## src/rtl/btb_pkg.sv

```systemverilog
package btb_pkg;
  typedef enum logic {
    DIR_EXTERNAL     = 1'b0,
    DIR_ALWAYS_TAKEN = 1'b1
  } dir_mode_e;
endpackage

```

## src/rtl/btb_addr_split.sv

```systemverilog
module btb_addr_split #(
  parameter int ADDR_W = 32,
  parameter int IDX_W  = 6,
  parameter int OFF_W  = 2,
  localparam int TAG_W = ADDR_W - IDX_W - OFF_W
) (
  input  logic [ADDR_W-1:0] pc_i,
  output logic [IDX_W-1:0]  idx_o,
  output logic [TAG_W-1:0]  tag_o
);
  assign idx_o = pc_i[OFF_W +: IDX_W];
  assign tag_o = pc_i[ADDR_W-1 -: TAG_W];
endmodule

```

## src/rtl/btb_store.sv

```systemverilog
module btb_store #(
  parameter int ENTRIES = 64,
  parameter int ADDR_W  = 32,
  parameter int TAG_W   = 24,
  localparam int IDX_W  = $clog2(ENTRIES)
) (
  input  logic              clk_i,
  input  logic              rst_ni,
  input  logic [IDX_W-1:0]  look_idx_i,
  input  logic [TAG_W-1:0]  look_tag_i,
  output logic              hit_o,
  output logic [ADDR_W-1:0] tgt_o,
  input  logic              wr_en_i,
  input  logic [IDX_W-1:0]  wr_idx_i,
  input  logic [TAG_W-1:0]  wr_tag_i,
  input  logic [ADDR_W-1:0] wr_tgt_i
);
  logic [ENTRIES-1:0] vld_q;
  logic [ENTRIES-1:0] match;
  logic [TAG_W-1:0]   tag_q [ENTRIES];
  logic [ADDR_W-1:0]  tgt_q [ENTRIES];

  for (genvar e = 0; e < ENTRIES; e++) begin : g_entry
    logic we;
    logic v_q;
    assign we = wr_en_i && (wr_idx_i == IDX_W'(e));

    always_ff @(posedge clk_i or negedge rst_ni) begin
      if (!rst_ni)  v_q <= 1'b0;
      else if (we)  v_q <= 1'b1;
    end

    always_ff @(posedge clk_i) begin
      if (we) begin
        tag_q[e] <= wr_tag_i;
        tgt_q[e] <= wr_tgt_i;
      end
    end

    assign vld_q[e] = v_q;
    assign match[e] = v_q && (look_idx_i == IDX_W'(e)) && (tag_q[e] == look_tag_i);
  end

  always_comb begin
    tgt_o = '0;
    for (int e = 0; e < ENTRIES; e++) begin
      if (match[e]) tgt_o = tgt_o | tgt_q[e];
    end
  end

  assign hit_o = |match;

  AST_ONE_MATCH: assert property (@(posedge clk_i) disable iff (!rst_ni)
    $onehot0(match)) else $error("multiple entries match");
  AST_WRITE_LANDS: assert property (@(posedge clk_i) disable iff (!rst_ni)
    wr_en_i |=> (vld_q[$past(wr_idx_i)] && tgt_q[$past(wr_idx_i)] == $past(wr_tgt_i)
                 && tag_q[$past(wr_idx_i)] == $past(wr_tag_i))) else $error("write lost");
  AST_NO_WRITE_STABLE: assert property (@(posedge clk_i) disable iff (!rst_ni)
    !wr_en_i |=> $stable(vld_q)) else $error("valid changed without write");
endmodule

```

## src/rtl/btb_next_sel.sv

```systemverilog
module btb_next_sel
  import btb_pkg::*;
#(
  parameter int ADDR_W     = 32,
  parameter int INST_BYTES = 4
) (
  input  logic              clk_i,
  input  logic              rst_ni,
  input  logic [ADDR_W-1:0] pc_i,
  input  logic              hit_i,
  input  logic [ADDR_W-1:0] tgt_i,
  input  logic              taken_pred_i,
  input  dir_mode_e         mode_i,
  output logic              pred_taken_o,
  output logic [ADDR_W-1:0] next_pc_o
);
  logic              dir_taken;
  logic [ADDR_W-1:0] seq_pc;

  assign seq_pc = pc_i + ADDR_W'(INST_BYTES);

  always_comb begin
    unique case (mode_i)
      DIR_ALWAYS_TAKEN: dir_taken = 1'b1;
      default:          dir_taken = taken_pred_i;
    endcase
  end

  assign pred_taken_o = hit_i && dir_taken;
  assign next_pc_o    = pred_taken_o ? tgt_i : seq_pc;

  AST_REDIRECT_TGT: assert property (@(posedge clk_i) disable iff (!rst_ni)
    pred_taken_o |-> next_pc_o == tgt_i) else $error("redirect target wrong");
  AST_NT_SEQ: assert property (@(posedge clk_i) disable iff (!rst_ni)
    (hit_i && mode_i == DIR_EXTERNAL && !taken_pred_i) |-> (!pred_taken_o && next_pc_o == seq_pc))
    else $error("not-taken hit redirected");
endmodule

```

## src/rtl/btb_fetch_predictor.sv

```systemverilog
module btb_fetch_predictor
  import btb_pkg::*;
#(
  parameter int ADDR_W     = 32,
  parameter int ENTRIES    = 64,
  parameter int INST_BYTES = 4,
  localparam int IDX_W     = $clog2(ENTRIES),
  localparam int OFF_W     = $clog2(INST_BYTES),
  localparam int TAG_W     = ADDR_W - IDX_W - OFF_W
) (
  input  logic              clk_i,
  input  logic              rst_ni,
  input  logic [ADDR_W-1:0] fetch_pc_i,
  input  logic              taken_pred_i,
  input  logic              dir_mode_i,
  input  logic              upd_valid_i,
  input  logic [ADDR_W-1:0] upd_pc_i,
  input  logic [ADDR_W-1:0] upd_target_i,
  input  logic              upd_taken_i,
  output logic [ADDR_W-1:0] next_pc_o,
  output logic              hit_o,
  output logic              pred_taken_o
);
  logic [IDX_W-1:0]  look_idx, wr_idx;
  logic [TAG_W-1:0]  look_tag, wr_tag;
  logic [ADDR_W-1:0] stored_tgt;
  logic              wr_en;
  dir_mode_e         mode;

  assign mode  = dir_mode_e'(dir_mode_i);
  assign wr_en = upd_valid_i && upd_taken_i;

  btb_addr_split #(.ADDR_W(ADDR_W), .IDX_W(IDX_W), .OFF_W(OFF_W)) u_look_split (
    .pc_i(fetch_pc_i), .idx_o(look_idx), .tag_o(look_tag));

  btb_addr_split #(.ADDR_W(ADDR_W), .IDX_W(IDX_W), .OFF_W(OFF_W)) u_upd_split (
    .pc_i(upd_pc_i), .idx_o(wr_idx), .tag_o(wr_tag));

  btb_store #(.ENTRIES(ENTRIES), .ADDR_W(ADDR_W), .TAG_W(TAG_W)) u_store (
    .clk_i, .rst_ni,
    .look_idx_i(look_idx), .look_tag_i(look_tag),
    .hit_o, .tgt_o(stored_tgt),
    .wr_en_i(wr_en), .wr_idx_i(wr_idx), .wr_tag_i(wr_tag), .wr_tgt_i(upd_target_i));

  btb_next_sel #(.ADDR_W(ADDR_W), .INST_BYTES(INST_BYTES)) u_sel (
    .clk_i, .rst_ni,
    .pc_i(fetch_pc_i), .hit_i(hit_o), .tgt_i(stored_tgt),
    .taken_pred_i, .mode_i(mode),
    .pred_taken_o, .next_pc_o);

  AST_MISS_FALLTHRU: assert property (@(posedge clk_i) disable iff (!rst_ni)
    !hit_o |-> (!pred_taken_o && next_pc_o == fetch_pc_i + ADDR_W'(INST_BYTES)))
    else $error("miss did not fall through");
  AST_ALWAYS_MODE: assert property (@(posedge clk_i) disable iff (!rst_ni)
    (dir_mode_i && hit_o) |-> pred_taken_o) else $error("always-taken mode ignored");
endmodule

```

## config.mk

```make
export PLATFORM = sky130hd
export DESIGN_NAME = btb_fetch_predictor
export DESIGN_NICKNAME = d
export VERILOG_FILES = /design/src/rtl/btb_pkg.sv /design/src/rtl/btb_addr_split.sv /design/src/rtl/btb_store.sv /design/src/rtl/btb_next_sel.sv /design/src/rtl/btb_fetch_predictor.sv
export SDC_FILE = /design/constraint.sdc
export NUM_CORES = 2
export LEC_CHECK = 0
export BUFFER_PORTS_ARGS = -buffer_cell sky130_fd_sc_hd__buf_2
export CAP_MARGIN = 10
export CORE_UTILIZATION = 50
export CTS_BUF_LIST = sky130_fd_sc_hd__clkbuf_4 sky130_fd_sc_hd__clkbuf_8
export DETAILED_ROUTE_END_ITERATION = 10
export MAX_ROUTING_LAYER = met4
export PLACE_DENSITY = 0.68
export SLEW_MARGIN = 15
export SYNTH_ARGS = -nofsm -noshare
export SYNTH_HDL_FRONTEND = slang
export SYNTH_SLANG_ARGS = --single-unit
```

## constraint.sdc

```tcl
create_clock -name clk_i -period 3.8 [get_ports clk_i]
set_input_delay 0.76 -clock clk_i [delete_from_list [all_inputs] [get_ports clk_i]]
set_output_delay 0.76 -clock clk_i [all_outputs]
set_load 0.01 [all_outputs]
```

==> results.ini <==
[synth]
synth_edf_count=3584
yosys.area_share.simple_pct=13.6
synthAdderAreaFrac_pct=0.0342
synthFlopType=edfxtp_1
synth_seq_cells=3648
yosysSeqAreaShare_pct=74.6
ys_types=32
yosysWarnings=0
synthCells=9449
synth_top_family_by_area=simple AND/OR/NAND/NOR gates
async_flop_share_pct=1.75
synth.avg_cell_area_um2=15.5
synthXorXnorAreaFrac_pct=9.36
synth_compound_area_share_pct=0.0188
synth_nets=9555
synthMuxAreaShare_pct=0.321
syn_area_um2=146000

[power_and_ir_drop]
comb_power_share_pct=4.9
p_int_uw=63900
power_density_nw_per_um2=454
clockPowerShare_pct=41.6
seqPwrFrac_pct=53.5
ir_drop_mv=0.421
leakagePower_uw=0.0605
p_sw_uw=19400
switching_share_pct=23.3
finalPower_uw=83200

[floorplan]
chipWidth_um=543
rows=198
start_util_pct=50.3
ios=136
core_um2=291000
dieArea_um2=295000
die_h_um=543

[global_routing]
antenna_found_initial=48
grt_pass1_vias=99000
grt.overflow.total=0
grt_pass1_wl_um=857000
grt_max_degree=65
grt.total_usage_pct=44.9

[sta]
fmax_mhz=176
hold_slack_ps=23.6
finalHoldViolCount=0
worst_pin_slew_ps=1210
period_minus_slack_ps=5670
timing.final.ws_setup_ps=-1870
setup_viol=34
skew_ps=0
fin_crit_sh_pct=149
slew_viol_final=0
slew_headroom_pct=19.2
rsz0062_at_grt=yes

[placement]
dp_slack_ps=-2360
port_buffers=133
place_congestion=1.06
place_area_um2=169000
dp_hpwl_um=429000

[final_layout]
post-route-util_pct=62.9
finish.instance_area_um2=183000
multi_input_comb_area_um2=36800
num-nets-final=11400
seqCellArea_um2=109000
drive_gt1_share_pct=26.8
nFillCells=21300
layout_common_cells=edfxtp_1, nand3_1, xnor2_1, buf_4, nand4_1
syn_to_final_growth_pct=25.2
final_common_cell=edfxtp_1

[worst_setup_path]
crit_path_end_kind=output pin
crit_chain=xnor2_1 -> nand4_1 -> nor3_4 -> clkbuf_16 -> buf_12 -> nand3_4 -> nand4_1 -> nor4_2 -> nand4_1 -> buf_12 -> mux2_4 -> buf_6
crit_fanout=5
start_kind=flop
required_ps=3040
critical_path.slowest_cell=nand4_1
crit_type=flop to output pin
critPathMaxStageDelay_ps=770
arrival_ps=4910
path_delay_family=simple AND/OR/NAND/NOR gates
critPathMostFrequentCell=nand4_1
cp_num_buf_inv=4

[route]
drtIter0Drc=19700
drcViolationCount=0
routed_wl_um=647000
first_pass_iters=8
detail_route.wl_per_cell_um=41.3
num_vias=104000
vias_per_cell=6.65
drtAntennaViolNets=0

[clock_tree]
cts_tree=done
cts_num_sinks=3648
htree_levels=6
cts-root-buf=clkbuf_8
numCtsBuffers=606
clock_path_buffers=4
insertion_delay_ps=1210
clk_pin_slew_ps=60

[status]
status=complete, but fails checks
violations=setup timing

[job]
maxCapViolCount=0

[worst_hold_path]
min_path_type=input pin to flop

-- sequential cells by signal, indices dropped and copies added, names as in the netlist --
signal / cells
u_store.tag_q: 1536
u_store.g_entry.v_q: 64
u_store.tgt_q: 2048
-- what timing repair did --
action | 4_1_cts | 5_1_grt
endpoints found under the setup margin | 34 | 34
buffers inserted | 60 | 20
cloned | 5 | 1
pin swaps | 137 | 68
endpoints found under the hold margin | 91 | 0
hold buffers | 8 | 0
gates resized for setup | 233 | 60
-- power groups by stage --
stage / sequential (uW) / clock, uW / combinational [uW]
after floorplan: 45300 / 0 / 1460
after global placement: 45300 / 0 / 3870
after detailed placement: 45400 / 0 / 3920
after CTS: 44500 / 34500 / 3980
after global routing: 44500 / 36200 / 4100
final: 44500 / 34600 / 4080
-- worst paths after layout --
kind,from,end,slack [ps],depth (start not counted)
max,u_store.tag_q[38][7]$_DFFE_PP_,next_pc_o[28],-1870,12
min,upd_target_i[8],u_store.tgt_q[1][40]$_DFFE_PP_,20,1
max reg2reg,u_store.g_entry[62].v_q$_DFFE_PN0P_,u_store.g_entry[62].v_q$_DFFE_PN0P_,2980,1
min reg2reg,u_store.g_entry[53].v_q$_DFFE_PN0P_,u_store.g_entry[53].v_q$_DFFE_PN0P_,470,1
max in group asynchronous,rst_ni,u_store.g_entry[34].v_q$_DFFE_PN0P_,2700,3
min in group asynchronous,rst_ni,u_store.g_entry[40].v_q$_DFFE_PN0P_,180,2
-- area by class of cell --
type | instances | area share (%)
diodes | 37 | 0.0505
well taps | 3900 | 2.66
inverters | 3 | 0.00615
clock inverters | 237 | 0.800
repair buffers | 1782 | 11.2
clock buffers | 842 | 5.59
flip-flops and latches | 3648 | 59.6
multi-input cells | 5204 | 20.1
-- metal layers --
layer / GRT usage (%) / share of wire [%] / wire [um] / up-vias
met4: 30.5 / 8.5 / 54900 / 0
met2: 64.9 / 44 / 284000 / 9122
met3: 12.9 / 14 / 88500 / 2124
met1: 54.8 / 34 / 220000 / 52600
li1: - / - / - / 40200
met5: - / 0 / 0 / -
-- metrics by stage --
step | TNS [ps] | instances
after floorplan | -1090720 | 9449
after global placement | -64380 | 14500
after detailed placement | -62330 | 14500
after CTS | -50260 | 15600
after global routing | -52250 | 15600
final | -53250 | 15700
-- cells by family after synthesis --
logic type	count (synthesis)
AOI/OAI and AO/OA	1
DFF	3648
muxes	32
adders and majority gates	4
xor gates and xnor gates	1564
and+or+nand+nor	3603
buffers and inverters	597
-- synth_stat cells, types with 10 or more instances --
| cell type | count | area [um^2] |
|---|---|---|
| nor4_1 | 132 | 826 |
| nor3_1 | 50 | 250 |
| buf_4 | 86 | 646 |
| clkbuf_1 | 378 | 1420 |
| nor4_2 | 66 | 826 |
| mux2_4 | 29 | 435 |
| nor2_1 | 75 | 282 |
| nand2_1 | 88 | 330 |
| buf_6 | 37 | 417 |
| or2_2 | 64 | 400 |
| buf_1 | 10 | 37.5 |
| nand3_1 | 2128 | 10700 |
| dfrtp_1 | 64 | 1600 |
| xnor2_1 | 1555 | 13600 |
| buf_2 | 83 | 415 |
| nand4_1 | 952 | 5960 |
| edfxtp_1 | 3584 | 108000 |
| nor3_2 | 16 | 160 |
Power figures use the tool's default switching activity.
